`config.mk`:
```
export PLATFORM = sky130hd
export DESIGN_NAME = nand_bus_seq
export DESIGN_NICKNAME = d
export VERILOG_FILES = /design/src/rtl/nbs_pkg.sv /design/src/rtl/nbs_rb_detect.sv /design/src/rtl/nbs_strobe_engine.sv /design/src/rtl/nbs_reset_seq.sv /design/src/rtl/nand_bus_seq.sv
export SDC_FILE = /design/constraint.sdc
export NUM_CORES = 1
export LEC_CHECK = 0
export ABC_AREA = 1
export CAP_MARGIN = 20
export CORE_MARGIN = 3
export CORE_UTILIZATION = 35
export DETAILED_ROUTE_END_ITERATION = 6
export PLACE_DENSITY = 0.77
export REMOVE_ABC_BUFFERS = 1
export SETUP_SLACK_MARGIN = 0.1
export SYNTH_ARGS = -nofsm -noshare
export SYNTH_HDL_FRONTEND = slang
export SYNTH_HIERARCHICAL = 1
export SYNTH_SLANG_ARGS = --single-unit
```
`constraint.sdc`:
```
create_clock -name clk -period 6.32 [get_ports clk]
set_clock_uncertainty 0.05 [all_clocks]
set_input_delay 0.948 -clock clk [delete_from_list [all_inputs] [get_ports clk]]
set_output_delay 0.948 -clock clk [all_outputs]
set_load 0.05 [all_outputs]
```
`src/rtl/nbs_pkg.sv`:
```
package nbs_pkg;

   typedef enum logic [1:0] {
      OP_CMD  = 2'd0,
      OP_ADDR = 2'd1,
      OP_WR   = 2'd2,
      OP_RD   = 2'd3
   } nbs_op_e;

   typedef enum logic [1:0] {
      PH_IDLE   = 2'd0,
      PH_SETUP  = 2'd1,
      PH_ACTIVE = 2'd2,
      PH_HOLD   = 2'd3
   } nbs_phase_e;

   typedef enum logic [1:0] {
      MS_IDLE  = 2'd0,
      MS_ISSUE = 2'd1,
      MS_WAIT  = 2'd2
   } nbs_mseq_e;

endpackage

```
`src/rtl/nbs_rb_detect.sv`:
```
module nbs_rb_detect #(
   parameter int SYNC_STAGES = 2
) (
   input  logic clk,
   input  logic rst_n,
   input  logic rb_pin,
   input  logic fall_mode,
   input  logic clr,
   input  logic irq_en,
   output logic flag,
   output logic irq
);

   if (SYNC_STAGES < 2) begin : g_bad_sync
      $error("nbs_rb_detect: SYNC_STAGES must be at least 2");
   end

   logic [SYNC_STAGES:0] chain_q;

   for (genvar i = 0; i <= SYNC_STAGES; i++) begin : g_chain
      if (i == 0) begin : g_first
         always_ff @(posedge clk or negedge rst_n) begin
            if (!rst_n) chain_q[0] <= 1'b1;
            else        chain_q[0] <= rb_pin;
         end
      end else begin : g_next
         always_ff @(posedge clk or negedge rst_n) begin
            if (!rst_n) chain_q[i] <= 1'b1;
            else        chain_q[i] <= chain_q[i-1];
         end
      end
   end

   logic lvl_now, lvl_old, edge_hit;
   assign lvl_now  = chain_q[SYNC_STAGES-1];
   assign lvl_old  = chain_q[SYNC_STAGES];
   assign edge_hit = fall_mode ? (lvl_old & ~lvl_now) : (~lvl_old & lvl_now);

   logic flag_q;
   always_ff @(posedge clk or negedge rst_n) begin
      if (!rst_n)        flag_q <= 1'b0;
      else if (edge_hit) flag_q <= 1'b1;
      else if (clr)      flag_q <= 1'b0;
   end

   assign flag = flag_q;
   assign irq  = flag_q & irq_en;

endmodule

```
`src/rtl/nbs_strobe_engine.sv`:
```
module nbs_strobe_engine
   import nbs_pkg::*;
#(
   parameter int DATA_W  = 16,
   parameter int TW      = 3,
   parameter bit WIDE_OK = 1'b1
) (
   input  logic              clk,
   input  logic              rst_n,
   input  logic              en,
   input  logic              wide_req,
   input  logic [TW-1:0]     t_setup,
   input  logic [TW-1:0]     t_strobe,
   input  logic [TW-1:0]     t_hold,
   input  logic              in_valid,
   output logic              in_ready,
   input  nbs_op_e           in_op,
   input  logic [DATA_W-1:0] in_data,
   output logic              busy,
   output logic              cle,
   output logic              ale,
   output logic              we_n,
   output logic              re_n,
   output logic              dq_oe,
   output logic [DATA_W-1:0] dq_out,
   input  logic [DATA_W-1:0] dq_in,
   output logic              rd_valid,
   output logic [DATA_W-1:0] rd_data
);

   localparam int HALF = DATA_W / 2;
   localparam logic [TW-1:0] CNT_ONE  = TW'(1);
   localparam logic [TW-1:0] CNT_ZERO = '0;

   if ((DATA_W % 2) != 0 || DATA_W < 16) begin : g_bad_width
      $error("nbs_strobe_engine: DATA_W must be even and at least 16");
   end
   if (TW < 1 || TW > 8) begin : g_bad_tw
      $error("nbs_strobe_engine: TW must lie in 1..8");
   end

   logic wide_eff;
   if (WIDE_OK) begin : g_wide
      assign wide_eff = wide_req;
   end else begin : g_narrow
      logic unused_wide;
      assign unused_wide = wide_req;
      assign wide_eff    = 1'b0;
   end

   function automatic logic [DATA_W-1:0] lane_fit(input logic [DATA_W-1:0] v,
                                                  input logic full);
      return full ? v : {{HALF{1'b0}}, v[HALF-1:0]};
   endfunction

   nbs_phase_e        ph_q;
   nbs_op_e           op_q;
   logic [TW-1:0]     cnt_q, strobe_q, hold_q;
   logic              wide_q;
   logic [DATA_W-1:0] data_q;
   logic              rdv_q;
   logic [DATA_W-1:0] rdd_q;
   logic              accept, last_cnt;

   assign in_ready = en && (ph_q == PH_IDLE);
   assign accept   = in_valid && in_ready;
   assign last_cnt = (cnt_q == CNT_ZERO);

   always_ff @(posedge clk or negedge rst_n) begin
      if (!rst_n) begin
         ph_q     <= PH_IDLE;
         op_q     <= OP_CMD;
         cnt_q    <= '0;
         strobe_q <= '0;
         hold_q   <= '0;
         wide_q   <= 1'b0;
         data_q   <= '0;
      end else begin
         unique case (ph_q)
            PH_IDLE: begin
               if (accept) begin
                  op_q     <= in_op;
                  strobe_q <= t_strobe;
                  hold_q   <= t_hold;
                  wide_q   <= wide_eff;
                  data_q   <= lane_fit(in_data, wide_eff && (in_op == OP_WR));
                  if (t_setup != CNT_ZERO) begin
                     ph_q  <= PH_SETUP;
                     cnt_q <= t_setup - CNT_ONE;
                  end else begin
                     ph_q  <= PH_ACTIVE;
                     cnt_q <= t_strobe;
                  end
               end
            end
            PH_SETUP: begin
               if (last_cnt) begin
                  ph_q  <= PH_ACTIVE;
                  cnt_q <= strobe_q;
               end else begin
                  cnt_q <= cnt_q - CNT_ONE;
               end
            end
            PH_ACTIVE: begin
               if (last_cnt) begin
                  ph_q  <= PH_HOLD;
                  cnt_q <= hold_q;
               end else begin
                  cnt_q <= cnt_q - CNT_ONE;
               end
            end
            PH_HOLD: begin
               if (last_cnt) ph_q  <= PH_IDLE;
               else          cnt_q <= cnt_q - CNT_ONE;
            end
            default: ph_q <= PH_IDLE;
         endcase
      end
   end

   always_ff @(posedge clk or negedge rst_n) begin
      if (!rst_n) begin
         rdv_q <= 1'b0;
         rdd_q <= '0;
      end else begin
         rdv_q <= (ph_q == PH_ACTIVE) && last_cnt && (op_q == OP_RD);
         if ((ph_q == PH_ACTIVE) && last_cnt && (op_q == OP_RD))
            rdd_q <= lane_fit(dq_in, wide_q);
      end
   end

   assign busy     = (ph_q != PH_IDLE);
   assign cle      = busy && (op_q == OP_CMD);
   assign ale      = busy && (op_q == OP_ADDR);
   assign we_n     = !((ph_q == PH_ACTIVE) && (op_q != OP_RD));
   assign re_n     = !((ph_q == PH_ACTIVE) && (op_q == OP_RD));
   assign dq_oe    = busy && (op_q != OP_RD);
   assign dq_out   = data_q;
   assign rd_valid = rdv_q;
   assign rd_data  = rdd_q;


   dis_idle_chk: assert property (@(posedge clk) disable iff (!rst_n)
      ((ph_q == PH_IDLE) && !en) |=> (ph_q == PH_IDLE));


   rdv_edge_chk: assert property (@(posedge clk) disable iff (!rst_n)
      rd_valid |-> $rose(re_n));

endmodule

```
`src/rtl/nbs_reset_seq.sv`:
```
module nbs_reset_seq
   import nbs_pkg::*;
(
   input  logic clk,
   input  logic rst_n,
   input  logic start,
   input  logic en,
   input  logic eng_busy,
   input  logic eng_accept,
   input  logic rb_flag,
   output logic go,
   output logic busy,
   output logic ce_force,
   output logic flag_clr,
   output logic cmd_valid
);

   nbs_mseq_e st_q;

   assign go = start && en && (st_q == MS_IDLE) && !eng_busy;

   always_ff @(posedge clk or negedge rst_n) begin
      if (!rst_n) begin
         st_q <= MS_IDLE;
      end else begin
         unique case (st_q)
            MS_IDLE:  if (go) st_q <= MS_ISSUE;
            MS_ISSUE: if (eng_accept) st_q <= MS_WAIT;
            MS_WAIT:  if (!eng_busy && rb_flag) st_q <= MS_IDLE;
            default:  st_q <= MS_IDLE;
         endcase
      end
   end

   assign busy      = (st_q != MS_IDLE);
   assign ce_force  = busy;
   assign flag_clr  = go;
   assign cmd_valid = (st_q == MS_ISSUE);

endmodule

```
`src/rtl/nand_bus_seq.sv`:
```
module nand_bus_seq
   import nbs_pkg::*;
#(
   parameter int           DATA_W      = 16,
   parameter int           TW          = 3,
   parameter int           NUM_CE      = 2,
   parameter int           SYNC_STAGES = 2,
   parameter bit           WIDE_OK     = 1'b1,
   parameter logic [7:0]   RESET_CMD   = 8'hFF
) (
   input  logic              clk,
   input  logic              rst_n,
   input  logic              cfg_enable,
   input  logic              cfg_bus16,
   input  logic [TW-1:0]     cfg_setup,
   input  logic [TW-1:0]     cfg_strobe,
   input  logic [TW-1:0]     cfg_hold,
   input  logic [NUM_CE-1:0] cfg_ce_n,
   input  logic              cfg_rb_fall,
   input  logic              cfg_rb_irq_en,
   input  logic              rb_clr,
   input  logic              rst_start,
   output logic              rst_busy,
   input  logic              req_valid,
   output logic              req_ready,
   input  logic [1:0]        req_op,
   input  logic [DATA_W-1:0] req_data,
   output logic              rd_valid,
   output logic [DATA_W-1:0] rd_data,
   output logic              nand_cle,
   output logic              nand_ale,
   output logic              nand_we_n,
   output logic              nand_re_n,
   output logic [NUM_CE-1:0] nand_ce_n,
   output logic [DATA_W-1:0] nand_dq_out,
   output logic              nand_dq_oe,
   input  logic [DATA_W-1:0] nand_dq_in,
   input  logic              nand_rb,
   output logic              rb_flag,
   output logic              irq
);

   localparam int HALF = DATA_W / 2;

   if (NUM_CE < 1 || NUM_CE > 8) begin : g_bad_ce
      $error("nand_bus_seq: NUM_CE must lie in 1..8");
   end
   if (HALF < 8) begin : g_bad_half
      $error("nand_bus_seq: DATA_W too narrow for the reset command");
   end

   logic              m_go, m_busy, m_ce, m_clr, m_valid;
   logic              eng_valid, eng_ready, eng_busy, eng_accept;
   nbs_op_e           eng_op;
   logic [DATA_W-1:0] eng_data;

   assign eng_valid  = m_busy ? m_valid : (req_valid && !m_go);
   assign eng_op     = m_busy ? OP_CMD  : nbs_op_e'(req_op);
   assign eng_data   = m_busy ? {{(DATA_W-8){1'b0}}, RESET_CMD} : req_data;
   assign eng_accept = eng_valid && eng_ready;
   assign req_ready  = eng_ready && !m_busy && !m_go;

   nbs_strobe_engine #(
      .DATA_W  (DATA_W),
      .TW      (TW),
      .WIDE_OK (WIDE_OK)
   ) u_engine (
      .clk      (clk),
      .rst_n    (rst_n),
      .en       (cfg_enable),
      .wide_req (cfg_bus16),
      .t_setup  (cfg_setup),
      .t_strobe (cfg_strobe),
      .t_hold   (cfg_hold),
      .in_valid (eng_valid),
      .in_ready (eng_ready),
      .in_op    (eng_op),
      .in_data  (eng_data),
      .busy     (eng_busy),
      .cle      (nand_cle),
      .ale      (nand_ale),
      .we_n     (nand_we_n),
      .re_n     (nand_re_n),
      .dq_oe    (nand_dq_oe),
      .dq_out   (nand_dq_out),
      .dq_in    (nand_dq_in),
      .rd_valid (rd_valid),
      .rd_data  (rd_data)
   );

   nbs_reset_seq u_rstseq (
      .clk        (clk),
      .rst_n      (rst_n),
      .start      (rst_start),
      .en         (cfg_enable),
      .eng_busy   (eng_busy),
      .eng_accept (eng_accept),
      .rb_flag    (rb_flag),
      .go         (m_go),
      .busy       (m_busy),
      .ce_force   (m_ce),
      .flag_clr   (m_clr),
      .cmd_valid  (m_valid)
   );

   nbs_rb_detect #(
      .SYNC_STAGES (SYNC_STAGES)
   ) u_rbdet (
      .clk       (clk),
      .rst_n     (rst_n),
      .rb_pin    (nand_rb),
      .fall_mode (cfg_rb_fall),
      .clr       (rb_clr || m_clr),
      .irq_en    (cfg_rb_irq_en),
      .flag      (rb_flag),
      .irq       (irq)
   );

   for (genvar c = 0; c < NUM_CE; c++) begin : g_ce
      assign nand_ce_n[c] = m_ce ? 1'b0 : cfg_ce_n[c];
   end

   assign rst_busy = m_busy;


   strobe_excl_chk: assert property (@(posedge clk) disable iff (!rst_n)
      !(!nand_we_n && !nand_re_n));


   latch_excl_chk: assert property (@(posedge clk) disable iff (!rst_n)
      !(nand_cle && nand_ale));


   rst_cmd_chk: assert property (@(posedge clk) disable iff (!rst_n)
      (rst_busy && nand_cle) |-> (nand_dq_out[7:0] == RESET_CMD));

endmodule

```
# Word-level counts from Yosys, hierarchy flattened
# Index checks and enable logic that the tools add are counted.
# op_classes
addsub,2
n_mul,0
n_div,0
order_cmp,0
eq_ne,17
n_shift,0
n_mux,26
bitwise,5
n_reduce_logical,35
# ops
op,n
$mux 16,3
$mux 2,9
$logic_and 1x1->1,17
$mux 3,5
$pmux 3 s4,1
$eq 2x2->1 const B,5
$ne 2x1->1 const B,5
$ne 2x2->1 const B,4
$pmux 2 s4,1
$eq 2x1->1 const B,3
$logic_not 2->1,3
$mux 1,6
$pmux 2 s3,1
$reduce_bool 2->1,3
$sub 3x1->3 const B,2
$logic_not 1->1,5
$reduce_and 2->1,2
$reduce_and 4->1,1
$and 1x1->1,3
$logic_not 3->1,1
$reduce_and 3->1,1
$reduce_bool 3->1,1
$not 1->1,2
$logic_or 1x1->1,1
# totals
regBits,53
latch_bits,0
ramBits,0
mem_bits_ro,0
elab_cells,99
mem_count,0

# Logic depth before layout (Yosys ltp)
# depth
word_depth,9
ltp_mapped,16
depth_no_buf,14

# By module
# Netlist, hierarchy kept.
# by_module_without_submodules
module,n_inst,cells_per_inst,area_each_um2,seq_area_each_um2
nbs_strobe_engine,1,284,2324.7,1176.1
nand_bus_seq,1,42,197.7,0.0
nbs_rb_detect,1,14,145.1,103.8
nbs_reset_seq,1,21,132.6,50.0

# Least setup slack after synthesis
# OpenSTA, ideal clock, no wires.
# synth_timing
kind,input port to output port
start,input rst_start
end,output req_ready
t_arrival_ns,2.330
required_ns,5.322
slack_ns,2.992
path_stages,6
path_cell_list,nand2_1 > nor2_1 > nand2_1 > inv_1 > buf_4 > nor3_1
# synth_via
elab_chain_cells,5
# synth_lines
item,line,text
start: declaration,nand_bus_seq.sv:22,"input logic rst_start,"
$logic_and 1x1->1 (3 in series),nbs_reset_seq.sv:20,assign go = start && en && (st_q == MS_IDLE) && !eng_busy;
named net m_clr,nand_bus_seq.sv:52,"logic m_go, m_busy, m_ce, m_clr, m_valid;"
$logic_not 1->1,nand_bus_seq.sv:61,assign req_ready = eng_ready && !m_busy && !m_go;
$logic_and 1x1->1,nand_bus_seq.sv:61,
end: declaration,nand_bus_seq.sv:25,"output logic req_ready,"
# The timed path passes the listed nets, and every way through them passes these cells.

# Final worst setup path
# layout_timing
start,input cfg_enable
end,output req_ready
# layout_via
elab_chain_cells,5
word_cells_on_any_way,7
cone_classes,7 x reduce/logical
# layout_lines
item,line,text
start: declaration,nand_bus_seq.sv:13,"input logic cfg_enable,"
$logic_and 1x1->1 (3 in series),nbs_reset_seq.sv:20,
named net m_clr,nand_bus_seq.sv:52,
$logic_not 1->1,nand_bus_seq.sv:61,
$logic_and 1x1->1,nand_bus_seq.sv:61,
# The timed path passes the listed nets, and every way through them passes these cells.

==> metrics.cfg <==
[status]
status=finished clean

[finish]
layout.cells.most_common=nand2_1
final_cell_mix=129 x nand2_1, 97 x clkdlybuf4s50_1, 50 x dfrtp_1, 49 x inv_1, 21 x nor2_1
diodes=0
fin_util_pct=52.13
multi_input_area_um2=1176
n_fill_cell=723
layout-drive-gt1-share_pct=7.048
area_growth_pct=39.37
layout.nets=517
seq_area_um2=1330

[power]
pwr-share-comb_pct=60.4
power_density_nw_per_um2=472.7
p_sw_share_pct=50.63
seq_power_share_pct=29.0
irDropWorstVdd_uv=196.1
internal_power_uw=910.7
clockPowerShare_pct=10.6
netSwitchingPower_uw=933.9
leakagePower_nw=1.869

[setup_path]
critPathBufInv=3
path_class=in -> out
r2r_start=u_engine/ph_q[0]
critPathTopFamily=buffers and inverters
r2r-end=u_engine/dq_out[10]
rrSetupSlack_ps=3780
worstSetupEndpointType=output pin
cp-start-kind=input port
path_cells=clkdlybuf4s50_1 > nand2_1 > nor2_1 > nand2_1 > inv_1 > nor3_1 > clkdlybuf4s50_1
rr_worst_depth=13
worstPathRequired_ps=5320
cp_max_fo=4
cpPeakStageDelay_ps=840
arrival_ps=2740
cp_slowest_cell=clkdlybuf4s50_1

[routing]
avgViaCountPerCell=4.550
vias=2516
ant_nets=0
wl_mm=6.757
wl_per_cell_um=12.22
dr.pass1.iters=4
drtIter0Drc=103
route.detailed.drc=0

[floorplanning]
ios=99
num_rows=31
initial_core_util_pct=37.41
die-area_um2=9110
die_x_um=95.45
fp.dieH_um=95.45
core_um2=7486

[synthesis]
yosys-top-cells-area=dfrtp_1 45%, nand2_1 17%, inv_1 6.6%
synthSimpleGateAreaFrac_pct=30.56
ys_types=27
syn_area_um2=2800
synth_xor_area_share_pct=0
synthCells=361
synth_top_family_by_area=simple AND/OR/NAND/NOR gates
yosysWarnings=6
synth-seq-area-share_pct=47.50
yosysTopAreaCell=dfrtp_1
synth_compound_area_share_pct=7.417
synth_fa_ha_area_share_pct=4.021
avgSynthCellArea_um2=7.757
synthDominantCellAreaShare_pct=44.68
synthMuxAreaShare_pct=0
ys_ff_latch=53

[worst_hold_path]
hold_path_end=u_rbdet/lvl_now
worst_hold_startpoint=u_rbdet/chain_q[0]
holdPathStages=0
hold_class=reg -> reg

[global_routing]
grtUsageTotal_pct=15.22
antenna_found_initial=0
grt_pass1_wl_mm=11.16
grt_max_degree=54
grt.overflow.total=0
grt_pass1_vias=2498

[cts]
clk_pin_slew_ps=90
cts_max_path_buffers=2
cts_buffers=5
cts_hold_buf=0
cts_max_level=2
cts_root_buf=clkbuf_8
clock_latency_ps=300
postCtsResizedCells=0
cts_setup_buffers=0
cts_tree=done
cts.sinks=53

[timing]
period_share_pct=59.12
hold_violations=0
rsz0062_at_grt=false
slew_headroom_pct=50.07
worstMarginPinSlew_ps=747.1
final.min_clock_period_ps=3736
fmax_ghz=0.2676
setup_violations=0
setup_tns_ps=0
slew_viol_final=0

[placed_design]
io_buffer_count=98
finalWeightedCongestion=0.8315
hpwl_mm=5.055

[job]
drv_cap=0

cells in the mapped netlist:
cell,number
nand2_1,129
dfrtp_1,50
inv_1,49
nor2_1,21
nand3_1,19
o21ai_0,18
ha_1,9
or2_1,9
o21ai_1,8
a21oi_1,7
buf_4,5
a21oi_2,4
buf_2,4
nor2_2,4
buf_6,3
dfstp_2,3
inv_2,3
nor3_1,3
clkbuf_1,2
nand2_2,2
nand3_2,2
or2_2,2
nand2_4,1
nand3_4,1
nand3b_1,1
nor2_8,1
o211ai_1,1
worst register-to-register path: cells and delay by family (launching register included):
family | cells | cell delay (ps)
flip-flops | 1 | 400
AND/OR/NAND/NOR | 8 | 1200
AO/OA/AOI/OAI | 1 | 180
adder cells (fa/ha/maj) | 1 | 320
buffers and inverters | 3 | 310
registers in the layout, summed over array words and instances, names as in the netlist, 2 cells and up:
name,cells
u_engine/dq_out,16
u_engine/rd_data,16
u_engine/cnt_q,3
u_engine/hold_q,3
u_engine/strobe_q,3
u_engine/op_q,2
u_engine/ph_q,2
u_rstseq/st_q,2
power by group through the flow:
| stage | registers, mW | clock network (mW) | logic (mW) |
|---|---|---|---|
| 6_report | 0.536 | 0.196 | 1.11 |
| 5_1_grt | 0.550 | 0.221 | 1.22 |
| 4_1_cts | 0.537 | 0.206 | 1.12 |
| 3_5_place_dp | 0.541 | 0 | 1.12 |
| 3_3_place_gp | 0.538 | 0 | 1.10 |
| 2_1_floorplan | 0.773 | 0 | 0.519 |
final cells by class:
class | count | share of cell area, %
Clock buffer | 7 | 2.212
Timing Repair Buffer | 99 | 25.20
Clock inverter | 1 | 0.1924
Tap cell | 99 | 3.174
Sequential cell | 53 | 34.08
Multi-Input combinational cell | 242 | 30.14
Inverter | 52 | 5.002
worst max-delay path by stage:
| stage | slack, ps | from | to | cells after the start |
|---|---|---|---|---|
| after global routing | 2460 | cfg_enable | req_ready | 7 |
| after floorplan | 3060 | u_rstseq/st_q[1] | req_ready | 3 |
| after detailed placement | 2580 | cfg_enable | req_ready | 7 |
| after global placement | 2610 | cfg_enable | req_ready | 7 |
| final | 2580 | cfg_enable | req_ready | 7 |
| after CTS | 2580 | cfg_enable | req_ready | 7 |
cell families (layout without fill, tap and decap cells):
family          after synthesis  count (layout)
simple gates                195             195
buf+inv                      66             159
flops                        53              53
compound gates               38              38
fa+ha+maj                     9               9
per-layer routing:
layer | wire (µm) | global-route usage, % | vias to the layer above | share of wire, %
li1 | - | - | 1283 | -
met1 | 2844 | 19.03 | 1137 | 42
met2 | 3259 | 26.06 | 90 | 48
met3 | 562 | 4.262 | 6 | 8.3
met4 | 90 | 3.555 | 0 | 1.3
met5 | 0 | 0 | - | 0
metrics by stage:
step	std cells	area, µm²	hold slack [ps]	power, mW	setup WS (ps)
finish	553	3902	310.2	1.845	2584
global route	553	3902	318.7	1.987	2463
CTS	553	3902	310.5	1.865	2577
detailed placement	545	3809	297.2	1.659	2580
global placement	545	3809	296.3	1.635	2607
floorplan	347	2701	295.2	1.292	3060
Note: power is estimated with default switching activity, not from simulation.
